==> src/rtl/nr_recip_div.sv <==
module nr_recip_div #(
  parameter int DW   = 16,
  parameter int FW   = 24,
  parameter int QF   = 12,
  parameter int ITER = 3
) (
  input  logic                 clk,
  input  logic                 rst_n,
  input  logic                 clk_en,
  input  logic                 load,
  input  logic [DW-1:0]        divisor,
  input  logic                 start,
  input  logic signed [DW-1:0] dividend,
  output logic                 busy,
  output logic                 done,
  output logic                 err,
  output logic signed [DW+QF:0] quotient
);
  localparam int XW = FW + 2;
  localparam int PW = $clog2(DW) + 1;
  localparam int IW = $clog2(ITER) + 1;
  localparam int MW = XW + FW;
  localparam logic [XW-1:0] ONE  = XW'(64'd1 << FW);
  localparam logic [XW-1:0] TWO  = XW'(64'd2 << FW);
  localparam logic [XW-1:0] SEED_A = XW'((64'd48 << FW) / 17);
  localparam logic [XW-1:0] SEED_B = XW'((64'd32 << FW) / 17);

  typedef enum logic [2:0] {S_IDLE, S_NORM, S_EST, S_UPD, S_MUL} st_t;
  st_t st;

  logic [DW-1:0]        d_r;
  logic signed [DW-1:0] a_r;
  logic [FW-1:0]        dn_r, dn_c;
  logic [XW-1:0]        x_r, e_r, recip, seed, e_c, x_n;
  logic [PW-1:0]        sh_r, rsh, lead;
  logic [IW-1:0]        it;
  logic                 rvld;
  logic [MW-1:0]        seed_p, dx_p;
  logic [2*XW-1:0]      xe_p;
  logic signed [DW+XW:0] q_p, q_s;

  always_comb begin
    lead = '0;
    for (int i = 0; i < DW; i++)
      if (d_r[i]) lead = PW'(i);
  end

  assign dn_c   = FW'(d_r) << (FW - 1 - int'(lead));
  assign seed_p = MW'(SEED_B) * MW'(dn_c);
  assign seed   = SEED_A - XW'(seed_p >> FW);
  assign dx_p   = MW'(dn_r) * MW'(x_r);
  assign e_c    = TWO - XW'(dx_p >> FW);
  assign xe_p   = (2*XW)'(x_r) * (2*XW)'(e_r);
  assign x_n    = XW'(xe_p >> FW);
  assign q_p    = a_r * $signed({1'b0, recip});
  assign q_s    = q_p >>> (FW + int'(rsh) - QF);
  assign busy   = (st != S_IDLE);

  always_ff @(posedge clk or negedge rst_n) begin
    if (!rst_n) begin
      st <= S_IDLE;  d_r <= '0;  a_r <= '0;  dn_r <= '0;
      x_r <= '0;  e_r <= '0;  recip <= '0;  sh_r <= '0;  rsh <= '0;
      it <= '0;  rvld <= 1'b0;  done <= 1'b0;  err <= 1'b0;  quotient <= '0;
    end else if (clk_en) begin
      done <= 1'b0;
      case (st)
        S_IDLE:
          if (load) begin
            if (divisor == '0) begin
              err  <= 1'b1;
              done <= 1'b1;
            end else begin
              d_r <= divisor;
              st  <= S_NORM;
            end
          end else if (start) begin
            a_r <= dividend;
            st  <= S_MUL;
          end
        S_NORM: begin
          x_r  <= seed;
          dn_r <= dn_c;
          sh_r <= lead + PW'(1);
          it   <= '0;
          st   <= S_EST;
        end
        S_EST: begin
          e_r <= e_c;
          st  <= S_UPD;
        end
        S_UPD: begin
          x_r <= x_n;
          if (it == IW'(ITER - 1)) begin
            recip <= x_n;
            rsh   <= sh_r;
            rvld  <= 1'b1;
            err   <= 1'b0;
            done  <= 1'b1;
            st    <= S_IDLE;
          end else begin
            it <= it + IW'(1);
            st <= S_EST;
          end
        end
        S_MUL: begin
          quotient <= q_s[DW+QF:0];
          done     <= 1'b1;
          st       <= S_IDLE;
        end
        default: st <= S_IDLE;
      endcase
    end
  end


  done_idle_chk: assert property (@(posedge clk) disable iff (!rst_n)
    done |-> !busy);


  done_pulse_chk: assert property (@(posedge clk) disable iff (!rst_n)
    (done && clk_en && !load) |=> !done);


  recip_range_chk: assert property (@(posedge clk) disable iff (!rst_n)
    rvld |-> (recip >= ONE - XW'(64) && recip <= TWO));


  zero_keep_chk: assert property (@(posedge clk) disable iff (!rst_n)
    (clk_en && !busy && load && divisor == '0) |=> ($stable(recip) && err && done && !busy));


  gate_hold_chk: assert property (@(posedge clk) disable iff (!rst_n)
    !clk_en |=> ($stable(quotient) && $stable(busy) && $stable(done) && $stable(err)));
endmodule

==> config.mk <==
export PLATFORM = sky130hd
export DESIGN_NAME = nr_recip_div
export DESIGN_NICKNAME = d
export VERILOG_FILES = /design/src/rtl/nr_recip_div.sv
export SDC_FILE = /design/constraint.sdc
export NUM_CORES = 2
export LEC_CHECK = 0
export ABC_AREA = 0
export BUFFER_PORTS_ARGS = -buffer_cell sky130_fd_sc_hd__buf_2
export CAP_MARGIN = 20
export CORE_MARGIN = 5
export CORE_UTILIZATION = 60
export CTS_BUF_LIST = sky130_fd_sc_hd__clkbuf_4 sky130_fd_sc_hd__clkbuf_8
export DETAILED_ROUTE_END_ITERATION = 6
export PLACE_DENSITY = 0.9
export REMOVE_ABC_BUFFERS = 1
export SLEW_MARGIN = 20
export SYNTH_ARGS = -nofsm -noshare
export SYNTH_HDL_FRONTEND = slang
export SYNTH_SLANG_ARGS = --single-unit
==> constraint.sdc <==
create_clock -name clk -period 8.9 [get_ports clk]
set_clock_uncertainty 0.15 [all_clocks]
set_input_delay 0.89 -clock clk [delete_from_list [all_inputs] [get_ports clk]]
set_output_delay 0.89 -clock clk [all_outputs]
set_load 0.01 [all_outputs]
==> summary.txt <==
Ys Warns - 0
Flop2flop setup slack - -0.42 ns
Via count - 61805
Sink Count - 181
Crit-path max cell delay - 0.55 ns
Post-layout net count - 10928
Worst r2r src - d_r[3]
Slew margin rel. - 25.3%
Mean post-synth cell area - 8.84 um2
Most common cell in the netlist - inv_1
CTS Root Cell - clkbuf_8
Die Ht - 363 um
Area Growth Syn to Fin - 8.59%
First-pass GRT wire length - 355 mm
WS Path Type - reg -> reg
Setup violators final - 15
Worst Max-Slew Pin Slew - 1.12 ns
Synth Register Bits - 181
Top Family by Delay on Critical Path - adder cells
Initial detailed-routing violation count - 6322
Hold Crit Class - in -> async
Cell taking the most area after synthesis - fa_1
WP data required - 9.28 ns
Synth async-reset ratio - 100%
Synth top area share - 42.3%
Post-route DRC - 4
Cell count after synthesis - 8437
Final Hold Viols - 0
Worst R2R End - x_r[23]
DP Area - 79200 um2
Placer Congestion - 0.993
CTS clk-pin slew, worst paths - 0.14 ns
Vias in the first global route - 68012
RSZ-0062 raised after global routing - true
Worst Setup End Kind - flop
Worst hold margin - 0.159 ns
Core area - 124000 um2
Clock buffer depth - 2
Final Max Slew Viols - 0
Starting Density - 60.3%
Pre-CTS WS - -0.884 ns
Sequential cell area - 4560 um2
Critical path's slowest cell - or4b_4
Skew-Pair Late Insertion Delay - 0.64 ns
Buffers on Ports - 68
# H-tree levels - 4
Antenna violations before repair - 10
Synth cell types - 108
Main synth FF type - dfrtp_1
Chip width - 363 um
Setup TNS Final - -3.25 ns
Status - finished with violations
Routed WL per cell - 21.4 um
MaxCap Viol Count - 0
DR pass1 iterations - 7
Fillers - 9005
Grt total ovfl - 0
Area of the multi-input gates - 62800 um2
Final WS setup - -0.424 ns
Hold_buf cts - 0
Post-Route WL - 220 mm
Num CTS Buffers - 17
TritonCTS clock tree - built
Synth area leaders - fa_1 42%, ha_1 12%, inv_1 8.9%
IO Count - 69
Min Tclk post-route - 9.32 ns
Most frequent CP cell - fa_1
Fmax - 107 MHz
EDFF count, synth - 0
Die area - 131000 um2
Crit Path Max Fanout - 5
Failing checks - DRC, setup timing
Fin area - 81000 um2
Mapped Area - 74600 um2
Data arrival, critical path - 9.71 ns
Crit path depth - 37
Largest net degree at the start of global routing - 94
GRT Util Overall - 33.9%
Layout cells sized above 1 - 10.8%
Antenna Nets Post-Route - 0
Critical Path Sink - x_r[23]
CP startpoint kind - flop
R2r worst-path depth - 37
Commonest cells in the netlist - 1776 x inv_1, 1577 x fa_1, 1265 x nand2_1
Sequential share of the synthesized area - 6.07%
Row count - 129
Fin crit share - 105%
Crit path buffers/inverters - 10
Hpwl dp - 181 mm
Setup crit start - d_r[3]
Vias per inst - 6.01
through the flow:
| step | util, % | instances |
|---|---|---|
| after detailed placement | 64.0 | 10196 |
| after global routing | 65.5 | 10272 |
| after CTS | 64.9 | 10256 |
| after floorplan | - | 8009 |
| after global placement | 64.0 | 10196 |
| final | 65.5 | 10276 |
logic make-up (layout without fill, tap and decap cells):
group	count (synthesis)	count (layout)	synth area share (%)
and+or+nand+nor	2579	2579	16.7
adders and majority gates	2270	2270	53.9
buffers and inverters	2235	2400	11.3
xor gates and xnor gates	158	158	1.87
muxes	123	123	2.01
AOI/OAI and AO/OA	889	890	8.07
DFF	181	181	6.07
other	2	38	0.0101
worst reg2reg max path: cells and delay by family, from the launching register on:
kind	cells	cell delay, ns
xor+xnor	1	0.26
flops	1	0.41
simple gates	5	1.23
buf+inv	10	0.83
fa+ha+maj	8	3.55
mux	2	0.64
compound gates	11	2.17
worst min path at each step:
stage	startpoint	to	slack, ns	cells past startpoint
2_1_floorplan	sh_r[4]	rsh[4]	0.29	2
3_3_place_gp	quotient[28]	quotient[28]	0.33	2
3_5_place_dp	quotient[27]	quotient[27]	0.33	2
4_1_cts	rst_n	x_r[1]	0.20	1
5_1_grt	rst_n	quotient[15]	0.21	1
6_report	rst_n	quotient[15]	0.16	1
sequential cells by signal, summed over array words and instances (netlist names):
name,flops
a_r,16
done,1
rsh,5
x_r,26
d_r,16
err,1
dn_r,24
quotient,29
sh_r,5
it,3
e_r,26
recip,26
st,3
repair_timing:
action                     4_1_cts  5_1_grt
pin swaps                       54       55
buffers inserted                27       17
cloned                           1        0
setup endpoints to repair       22       60
resized for setup               94      151
metal layers:
metal  GRT usage (%)  wire length, um  vias up  part of all wire, %
met3            9.44            25800     1128                   12
met5               0               46        -                0.021
li1                -                -    26073                    -
met1            41.0            76500    30585                   35
met4            18.2            15000        6                  6.8
met2            55.6           103000     4013                   47
cells in the final DEF, fill, tap and decap left out, drive strengths merged, types with 51 or more instances in the layout:
master | netlist | final
a21o | 90 | 90
a21oi | 208 | 208
and2 | 775 | 775
buf | 27 | 591
dfrtp | 181 | 181
fa | 1577 | 1577
ha | 693 | 693
inv | 1776 | 1782
mux2 | 51 | 51
mux2i | 56 | 56
nand2 | 1265 | 1265
nand3 | 73 | 73
nor2 | 201 | 201
nor3 | 53 | 53
o21ai | 202 | 202
xnor2 | 103 | 103
xor2 | 55 | 55
area by class of cell:
type / count / share of cell area, %
tap: 1637 / 2.53
antenna: 5 / 0.0154
multi-input combinational: 6053 / 77.5
clock buffer: 19 / 0.307
sequential: 181 / 5.63
clock inverter: 13 / 0.175
inverter: 1776 / 8.24
timing repair buffer: 592 / 5.57
Power is left out: the tool's default activity adds up to more than one toggle a clock period on the data nets, which glitch-free logic cannot reach.
